$ cat src/rtl/i2cseq_pkg.sv
package i2cseq_pkg;
  localparam int CMD_W       = 11;
  localparam int DATA_W      = 8;
  localparam int ADDR_W      = 7;
  localparam int CMD_RD_BIT  = 8;
  localparam int CMD_STP_BIT = 9;
  localparam int CMD_RS_BIT  = 10;
  localparam int ABORT_W     = 13;
  localparam int ABT_ADDR_NACK = 0;
  localparam int ABT_DATA_NACK = 3;
  localparam int ABT_ARB_LOST  = 12;

  typedef enum logic [2:0] {
    OP_START   = 3'd0,
    OP_RESTART = 3'd1,
    OP_STOP    = 3'd2,
    OP_WRITE   = 3'd3,
    OP_READ    = 3'd4
  } busOp_e;

  typedef enum logic [2:0] {
    S_IDLE, S_START, S_ADDR, S_XFER, S_NEXT, S_STOP
  } seqState_e;

  typedef struct packed {
    logic cmdPop;
    logic rxPush;
    logic flush;
    logic clrAbort;
    logic setAddrNack;
    logic setDataNack;
    logic setArbLost;
  } dpCtl_t;
endpackage

$ cat src/rtl/seq_fifo.sv
module seq_fifo #(
  parameter int WIDTH = 8,
  parameter int DEPTH = 4
) (
  input  logic             clk,
  input  logic             rstN,
  input  logic             flush,
  input  logic             push,
  input  logic [WIDTH-1:0] wdata,
  input  logic             pop,
  output logic [WIDTH-1:0] rdata,
  output logic             empty,
  output logic             full
);
  localparam int PTR_W = (DEPTH > 1) ? $clog2(DEPTH) : 1;
  localparam int CNT_W = PTR_W + 1;

  logic [WIDTH-1:0] mem [DEPTH];
  logic [PTR_W-1:0] wrPtr, rdPtr;
  logic [CNT_W-1:0] count;
  logic doPush, doPop;

  assign empty  = (count == '0);
  assign full   = (count == CNT_W'(DEPTH));
  assign doPush = push && !full && !flush;
  assign doPop  = pop && !empty && !flush;
  assign rdata  = mem[rdPtr];

  function automatic logic [PTR_W-1:0] bump(input logic [PTR_W-1:0] p);
    return (p == PTR_W'(DEPTH - 1)) ? '0 : p + 1'b1;
  endfunction

  always_ff @(posedge clk or negedge rstN) begin
    if (!rstN) begin
      wrPtr <= '0;
      rdPtr <= '0;
      count <= '0;
    end else if (flush) begin
      wrPtr <= '0;
      rdPtr <= '0;
      count <= '0;
    end else begin
      if (doPush) wrPtr <= bump(wrPtr);
      if (doPop)  rdPtr <= bump(rdPtr);
      count <= count + CNT_W'(doPush) - CNT_W'(doPop);
    end
  end

  always_ff @(posedge clk) begin
    if (doPush) mem[wrPtr] <= wdata;
  end

  // a flush leaves the queue empty even if a push came with it
  a_r13_flush_wins: assert property (@(posedge clk) disable iff (!rstN)
    flush |=> empty);
  a_r13_no_overflow: assert property (@(posedge clk) disable iff (!rstN)
    count <= CNT_W'(DEPTH));
endmodule

$ cat src/rtl/seq_dpath.sv
module seq_dpath
  import i2cseq_pkg::*;
#(
  parameter int CMD_DEPTH = 4,
  parameter int RX_DEPTH  = 4
) (
  input  logic              clk,
  input  logic              rstN,
  input  dpCtl_t            ctl,
  input  logic              enableStatus,
  input  logic              cmdPush,
  input  logic [CMD_W-1:0]  cmdWord,
  input  logic [DATA_W-1:0] priRdByte,
  input  logic              rxPop,
  output logic [CMD_W-1:0]  headWord,
  output logic              cmdEmpty,
  output logic              cmdFull,
  output logic [DATA_W-1:0] rxData,
  output logic              rxEmpty,
  output logic              rxFull,
  output logic [ABORT_W-1:0] abortSrc
);
  logic acceptPush;
  logic [ABORT_W-1:0] setMask;

  assign acceptPush = cmdPush && enableStatus;

  seq_fifo #(.WIDTH(CMD_W), .DEPTH(CMD_DEPTH)) i_cmdQ (
    .clk(clk), .rstN(rstN), .flush(ctl.flush),
    .push(acceptPush), .wdata(cmdWord),
    .pop(ctl.cmdPop), .rdata(headWord),
    .empty(cmdEmpty), .full(cmdFull)
  );

  seq_fifo #(.WIDTH(DATA_W), .DEPTH(RX_DEPTH)) i_rxQ (
    .clk(clk), .rstN(rstN), .flush(ctl.flush),
    .push(ctl.rxPush), .wdata(priRdByte),
    .pop(rxPop), .rdata(rxData),
    .empty(rxEmpty), .full(rxFull)
  );

  always_comb begin
    setMask = '0;
    setMask[ABT_ADDR_NACK] = ctl.setAddrNack;
    setMask[ABT_DATA_NACK] = ctl.setDataNack;
    setMask[ABT_ARB_LOST]  = ctl.setArbLost;
  end

  always_ff @(posedge clk or negedge rstN) begin
    if (!rstN)             abortSrc <= '0;
    else if (ctl.clrAbort) abortSrc <= '0;
    else                   abortSrc <= abortSrc | setMask;
  end

  // causes are never dropped except by a clear
  a_r12_abort_sticky: assert property (@(posedge clk) disable iff (!rstN)
    !ctl.clrAbort |=> ((abortSrc & $past(abortSrc)) == $past(abortSrc)));
endmodule

$ cat src/rtl/seq_ctrl.sv
module seq_ctrl
  import i2cseq_pkg::*;
(
  input  logic              clk,
  input  logic              rstN,
  input  logic              enableReq,
  input  logic [ADDR_W-1:0] targetAddr,
  input  logic [CMD_W-1:0]  headWord,
  input  logic              cmdEmpty,
  input  logic              priDone,
  input  logic              priAckIn,
  input  logic              priArbLost,
  output dpCtl_t            ctl,
  output logic              priReq,
  output busOp_e            priOp,
  output logic [DATA_W-1:0] priWrByte,
  output logic              priAckOut,
  output logic              enableStatus,
  output logic              busActive,
  output logic              busHold,
  output logic              abortEvt,
  output logic              startDet,
  output logic              stopDet
);
  seqState_e state, nextState;
  logic dirRead, nextDir;
  logic useRestart, nextRestart;
  logic headRead, headStop, headRs;

  assign headRead = headWord[CMD_RD_BIT];
  assign headStop = headWord[CMD_STP_BIT];
  assign headRs   = headWord[CMD_RS_BIT];

  assign busActive = (state != S_IDLE);
  assign busHold   = (state == S_NEXT) && cmdEmpty;

  always_comb begin
    nextState   = state;
    nextDir     = dirRead;
    nextRestart = useRestart;
    ctl         = '0;
    priReq      = 1'b0;
    priOp       = OP_START;
    priWrByte   = '0;
    priAckOut   = 1'b0;
    abortEvt    = 1'b0;
    startDet    = 1'b0;
    stopDet     = 1'b0;
    unique case (state)
      S_IDLE: begin
        if (enableStatus && enableReq && !cmdEmpty) begin
          nextDir      = headRead;
          nextRestart  = 1'b0;
          ctl.clrAbort = 1'b1;
          nextState    = S_START;
        end
      end
      S_START: begin
        priReq = 1'b1;
        priOp  = useRestart ? OP_RESTART : OP_START;
        if (priDone) begin
          startDet  = 1'b1;
          nextState = S_ADDR;
        end
      end
      S_ADDR: begin
        priReq    = 1'b1;
        priOp     = OP_WRITE;
        priWrByte = {targetAddr, dirRead};
        if (priDone) begin
          if (priArbLost) begin
            abortEvt       = 1'b1;
            ctl.setArbLost = 1'b1;
            ctl.flush      = 1'b1;
            nextState      = S_IDLE;
          end else if (!priAckIn) begin
            abortEvt        = 1'b1;
            ctl.setAddrNack = 1'b1;
            ctl.flush       = 1'b1;
            nextState       = S_STOP;
          end else begin
            nextState = S_XFER;
          end
        end
      end
      S_XFER: begin
        priReq    = 1'b1;
        priOp     = dirRead ? OP_READ : OP_WRITE;
        priWrByte = dirRead ? '0 : headWord[DATA_W-1:0];
        priAckOut = dirRead && !headStop;
        if (priDone) begin
          if (!dirRead && priArbLost) begin
            abortEvt       = 1'b1;
            ctl.setArbLost = 1'b1;
            ctl.flush      = 1'b1;
            nextState      = S_IDLE;
          end else if (!dirRead && !priAckIn) begin
            abortEvt        = 1'b1;
            ctl.setDataNack = 1'b1;
            ctl.flush       = 1'b1;
            nextState       = S_STOP;
          end else begin
            ctl.cmdPop = 1'b1;
            ctl.rxPush = dirRead;
            nextState  = headStop ? S_STOP : S_NEXT;
          end
        end
      end
      S_NEXT: begin
        if (!cmdEmpty) begin
          if (headRs || (headRead != dirRead)) begin
            nextDir     = headRead;
            nextRestart = 1'b1;
            nextState   = S_START;
          end else begin
            nextState = S_XFER;
          end
        end else if (!enableReq) begin
          nextState = S_STOP;
        end
      end
      S_STOP: begin
        priReq = 1'b1;
        priOp  = OP_STOP;
        if (priDone) begin
          stopDet   = 1'b1;
          nextState = S_IDLE;
        end
      end
      default: nextState = S_IDLE;
    endcase
  end

  always_ff @(posedge clk or negedge rstN) begin
    if (!rstN) begin
      state        <= S_IDLE;
      dirRead      <= 1'b0;
      useRestart   <= 1'b0;
      enableStatus <= 1'b0;
    end else begin
      state      <= nextState;
      dirRead    <= nextDir;
      useRestart <= nextRestart;
      if (state == S_IDLE) enableStatus <= enableReq;
    end
  end

  // a completed STOP leaves the block idle
  a_r7_stop_idle: assert property (@(posedge clk) disable iff (!rstN)
    stopDet |=> !busActive);
  // enable status only falls while idle
  a_r2_disable_idle: assert property (@(posedge clk) disable iff (!rstN)
    $fell(enableStatus) |-> !busActive);
  // a pending primitive stays requested and unchanged
  a_r3_req_hold: assert property (@(posedge clk) disable iff (!rstN)
    (priReq && !priDone) |=> (priReq && $stable(priOp)));
  // lost arbitration releases the bus without a STOP
  a_r11_arb_no_stop: assert property (@(posedge clk) disable iff (!rstN)
    (priReq && priDone && priArbLost && priOp == OP_WRITE) |=> !priReq);
  // an abort empties the command queue
  a_r9_abort_flush: assert property (@(posedge clk) disable iff (!rstN)
    abortEvt |=> cmdEmpty);
endmodule

$ cat src/rtl/i2c_cmd_sequencer.sv
module i2c_cmd_sequencer
  import i2cseq_pkg::*;
#(
  parameter int CMD_DEPTH = 4,
  parameter int RX_DEPTH  = 4
) (
  input  logic         clk,
  input  logic         rstN,
  input  logic         enableReq,
  output logic         enableStatus,
  output logic         busActive,
  output logic         busHold,
  input  logic [6:0]   targetAddr,
  input  logic         cmdPush,
  input  logic [10:0]  cmdWord,
  output logic         cmdFull,
  input  logic         rxPop,
  output logic [7:0]   rxData,
  output logic         rxEmpty,
  output logic         rxFull,
  output logic         priReq,
  output logic [2:0]   priOp,
  output logic [7:0]   priWrByte,
  output logic         priAckOut,
  input  logic         priDone,
  input  logic         priAckIn,
  input  logic         priArbLost,
  input  logic [7:0]   priRdByte,
  output logic [12:0]  abortSrc,
  output logic         abortEvt,
  output logic         startDet,
  output logic         stopDet
);
  dpCtl_t ctl;
  logic [CMD_W-1:0] headWord;
  logic cmdEmpty;
  busOp_e opEnum;

  assign priOp = opEnum;

  seq_ctrl i_ctrl (
    .clk(clk), .rstN(rstN), .enableReq(enableReq), .targetAddr(targetAddr),
    .headWord(headWord), .cmdEmpty(cmdEmpty),
    .priDone(priDone), .priAckIn(priAckIn), .priArbLost(priArbLost),
    .ctl(ctl), .priReq(priReq), .priOp(opEnum), .priWrByte(priWrByte),
    .priAckOut(priAckOut), .enableStatus(enableStatus),
    .busActive(busActive), .busHold(busHold),
    .abortEvt(abortEvt), .startDet(startDet), .stopDet(stopDet)
  );

  seq_dpath #(.CMD_DEPTH(CMD_DEPTH), .RX_DEPTH(RX_DEPTH)) i_dpath (
    .clk(clk), .rstN(rstN), .ctl(ctl), .enableStatus(enableStatus),
    .cmdPush(cmdPush), .cmdWord(cmdWord), .priRdByte(priRdByte),
    .rxPop(rxPop), .headWord(headWord), .cmdEmpty(cmdEmpty),
    .cmdFull(cmdFull), .rxData(rxData), .rxEmpty(rxEmpty),
    .rxFull(rxFull), .abortSrc(abortSrc)
  );
endmodule

$ cat config.mk
export PLATFORM = sky130hd
export DESIGN_NAME = i2c_cmd_sequencer
export DESIGN_NICKNAME = d
export VERILOG_FILES = /design/src/rtl/i2cseq_pkg.sv /design/src/rtl/seq_fifo.sv /design/src/rtl/seq_dpath.sv /design/src/rtl/seq_ctrl.sv /design/src/rtl/i2c_cmd_sequencer.sv
export SDC_FILE = /design/constraint.sdc
export NUM_CORES = 1
export LEC_CHECK = 0
export BUFFER_PORTS_ARGS = -buffer_cell sky130_fd_sc_hd__buf_4
export CAP_MARGIN = 10
export CORE_ASPECT_RATIO = 0.8
export CORE_UTILIZATION = 50
export CTS_CLUSTER_SIZE = 20
export DETAILED_ROUTE_END_ITERATION = 7
export PLACE_DENSITY_LB_ADDON = 0.2
export RECOVER_POWER = 25
export SLEW_MARGIN = 20
export SYNTH_ARGS = -nofsm -noshare
export SYNTH_HDL_FRONTEND = slang
export SYNTH_HIERARCHICAL = 1
export SYNTH_SLANG_ARGS = --single-unit
$ cat constraint.sdc
create_clock -name clk -period 3.01 [get_ports clk]
set_input_delay 0.301 -clock clk [delete_from_list [all_inputs] [get_ports clk]]
set_output_delay 0.301 -clock clk [all_outputs]
set_load 0.01 [all_outputs]
==> flow_metrics.tcl <==
set metrics [dict create \
    status "finished, final reports clean" \
    power_switching_mw 1.63 \
    drt-initial-drc-count 105 \
    ys_types 47 \
    netlist_area_sq_um 4570 \
    setup_viol_count_final 0 \
    antenna_found_initial 0 \
    path_class "reg -> reg" \
    finalHoldViolations 0 \
    ys_warn_count 6 \
    fin_area_sq_um 5400 \
    n_antenna_cell 0 \
    max_stage_delay_ps 440 \
    io_pins 77 \
    p_per_area_nw_per_um2 902 \
    drive_gt1_frac 0.270 \
    cp-start-kind "flip-flop" \
    first_pass_iters 4 \
    ys.flop_type "edfxtp_1" \
    crit_required_ps 3240 \
    p_comb_frac 0.357 \
    place.gp.congestion 0.815 \
    cts.sinks 99 \
    drcViolationCount 0 \
    clock_skew_ps 5.92 \
    cts_buffers 9 \
    period_needed_ps 2700 \
    vias_per_cell 5.46 \
    synth-async-reset-ratio 0.232 \
    hold_path_class "in -> reg" \
    leakage_nw 2.07 \
    power.internal_mw 3.24 \
    worst_pin_slew_ps 788 \
    fp.dieW_um 109 \
    syn_inst 308 \
    yosys.area.top_type_share 0.500 \
    cts_tree "built" \
    max_slew_margin 0.471 \
    htree_levels 3 \
    slew_violations 0 \
    fin_cells 497 \
    fmax_ghz 0.371 \
    ys_ff_latch 99 \
    root_buffer "clkbuf_16" \
    area_growth_pct 18.2 \
    wirelength_um 9020 \
    place_area_sq_um 5140 \
    grt_max_degree 24 \
    cpMaxStageDelayCell "nor3b_4" \
    ant_nets 0 \
    p_seq_frac 0.407 \
    grt_use_total 0.208 \
    rsz0062_at_grt "false" \
    fin_nets 430 \
    avgSynthCellArea_sq_um 14.8 \
    synth_common_cells "76 x edfxtp_1, 29 x nor2_1, 23 x dfrtp_1" \
    peakVddDrop_v 0.000415 \
    synth_edf_count 76 \
    cts_buffer_depth 2 \
    grt_pass1_wl_um 14300 \
    dieArea_sq_um 9520 \
    fp.dieH_um 87.5 \
    clk_pin_slew_worst_paths_ps 70 \
    overflow 0 \
    setup_tns_ps 0 \
    io_buffer_count 66 \
    clock_power_share 0.236 \
    place_hpwl_um 6350 \
    core_sq_um 8670 \
    clock_latency_ps 340 \
    ff2ff_setup_slack_ps 310 \
    maxCapViolCount 0 \
    crit_arrival_ps 2930 \
    ys_seq_area_frac 0.626 \
    crit_chain "nor2b_1 -> nand2_1 -> nor3b_4 -> buf_4 -> nor2_1 -> ha_1 -> inv_1 -> ha_1 -> inv_1 -> fa_1 -> xnor2_1 -> nor2_1" \
    vias 2712 \
    start_util 0.527 \
    cp-end-kind "flip-flop" \
    rows 30 \
    swShare 0.335 \
    synth_top_area_cell "edfxtp_1" \
    synthTopCellsByArea "edfxtp_1 50%, dfrtp_1 13%, mux4_2 9.4%" \
    grt_pass1_vias 2710 \
    yosysMostFrequentCell "edfxtp_1" \
    dp_cells 480 \
    min_period_over_period 0.896 \
    post_drt_wl_per_cell_um 18.1 \
    worstPathMaxFanout 8 \
]
==> logic make-up (layout without fill, tap and decap cells) <==
group	Yosys count	after routing	synth area share
buffers and inverters	38	106	0.0482
adders and majority gates	16	16	0.0471
and+or+nand+nor	85	85	0.103
AOI/OAI and AO/OA	41	41	0.0625
other	1	10	0.000821
DFF	99	99	0.626
xor gates and xnor gates	5	5	0.00959
muxes	23	23	0.103
==> through the flow <==
step	total power, mW	util	setup slack [ps]	hold slack, ps
global route	5.16	0.622	102	159
CTS	4.91	0.628	202	141
detailed placement	3.74	0.592	246	226
finish	4.87	0.622	312	163
floorplan	3.13	-	4.89	5.41
global placement	3.69	0.592	331	218
==> layout by cell type (no fill, tap or decap), types with 4 or more instances in the layout <==
cell        n
inv_1      14
dfrtp_1    23
and2_1      9
and3_1      4
a21oi_1    10
buf_4      58
o21ai_0     9
mux4_2     19
clkbuf_1   17
nor2b_1     8
edfxtp_1   76
conb_1     10
nor3_1      7
ha_1       14
a22oi_1     7
nor2_1     29
clkbuf_16   9
nand2_1    10
==> worst paths after layout <==
| path | cells after the start | to | start |
|---|---|---|---|
| setup / recovery | 12 | i_dpath/i_rxQ/count[2] | i_ctrl/state[2] |
| hold / removal | 1 | i_dpath/i_cmdQ/mem[2][8] | cmdWord[8] |
| min in group asynchronous | 2 | i_dpath/i_rxQ/count[0] | rstN |
| max in group asynchronous | 2 | i_ctrl/enableStatus | rstN |
| setup reg to reg | 12 | i_dpath/i_rxQ/count[2] | i_ctrl/state[2] |
| hold reg to reg | 1 | i_dpath/abortSrc[12] | i_dpath/abortSrc[12] |
==> power by group through the flow <==
stage / logic, mW / registers, mW / clock network, mW
floorplan: 1.25 / 1.88 / 0
global placement: 1.68 / 2.00 / 0
detailed placement: 1.73 / 2.01 / 0
CTS: 1.74 / 1.99 / 1.18
global route: 1.91 / 2.02 / 1.23
finish: 1.74 / 1.98 / 1.15
==> per-layer routing <==
| metal | vias to the layer above | GRT usage | part of all wire |
|---|---|---|---|
| li1 | 1269 | - | - |
| met1 | 1369 | 0.295 | 0.47 |
| met2 | 69 | 0.318 | 0.48 |
| met3 | 5 | 0.0531 | 0.038 |
| met4 | 0 | 0.0651 | 0.0063 |
| met5 | - | 0 | 0 |
==> area by class of cell <==
cell class / count / area (sq um)
multi-input combinational: 180 / 1530
inverter: 15 / 56.3
timing repair buffer: 75 / 505
tap: 112 / 140
sequential: 99 / 2860
clock buffer: 11 / 243
fill: 675 / 3280
clock inverter: 5 / 60.1
==> flip-flops by register name, indices dropped and copies added (netlist names) <==
signal	cells
i_ctrl/dirRead	1
i_ctrl/enableStatus	1
i_ctrl/state	3
i_ctrl/useRestart	1
i_dpath/abortSrc	3
i_dpath/i_cmdQ/count	3
i_dpath/i_cmdQ/mem	44
i_dpath/i_cmdQ/rdPtr	2
i_dpath/i_cmdQ/wrPtr	2
i_dpath/i_rxQ/count	3
i_dpath/i_rxQ/mem	32
i_dpath/i_rxQ/rdPtr	2
i_dpath/i_rxQ/wrPtr	2
==> worst max-delay path: cells and delay by family, from the launching register on <==
kind	cells	cell delay [ps]
and+or+nand+nor	5	910
DFF	1	380
adders and majority gates	3	830
buffers and inverters	3	320
xor gates and xnor gates	1	160
==> timing repair <==
action                                 CTS  global route
setup endpoints to repair                0             1
hold buffers                             1             0
endpoints found under the hold margin   23             0
setup buffers                            0             0
gates resized for setup                  0             1
Note: power is estimated with default switching activity, not from simulation.
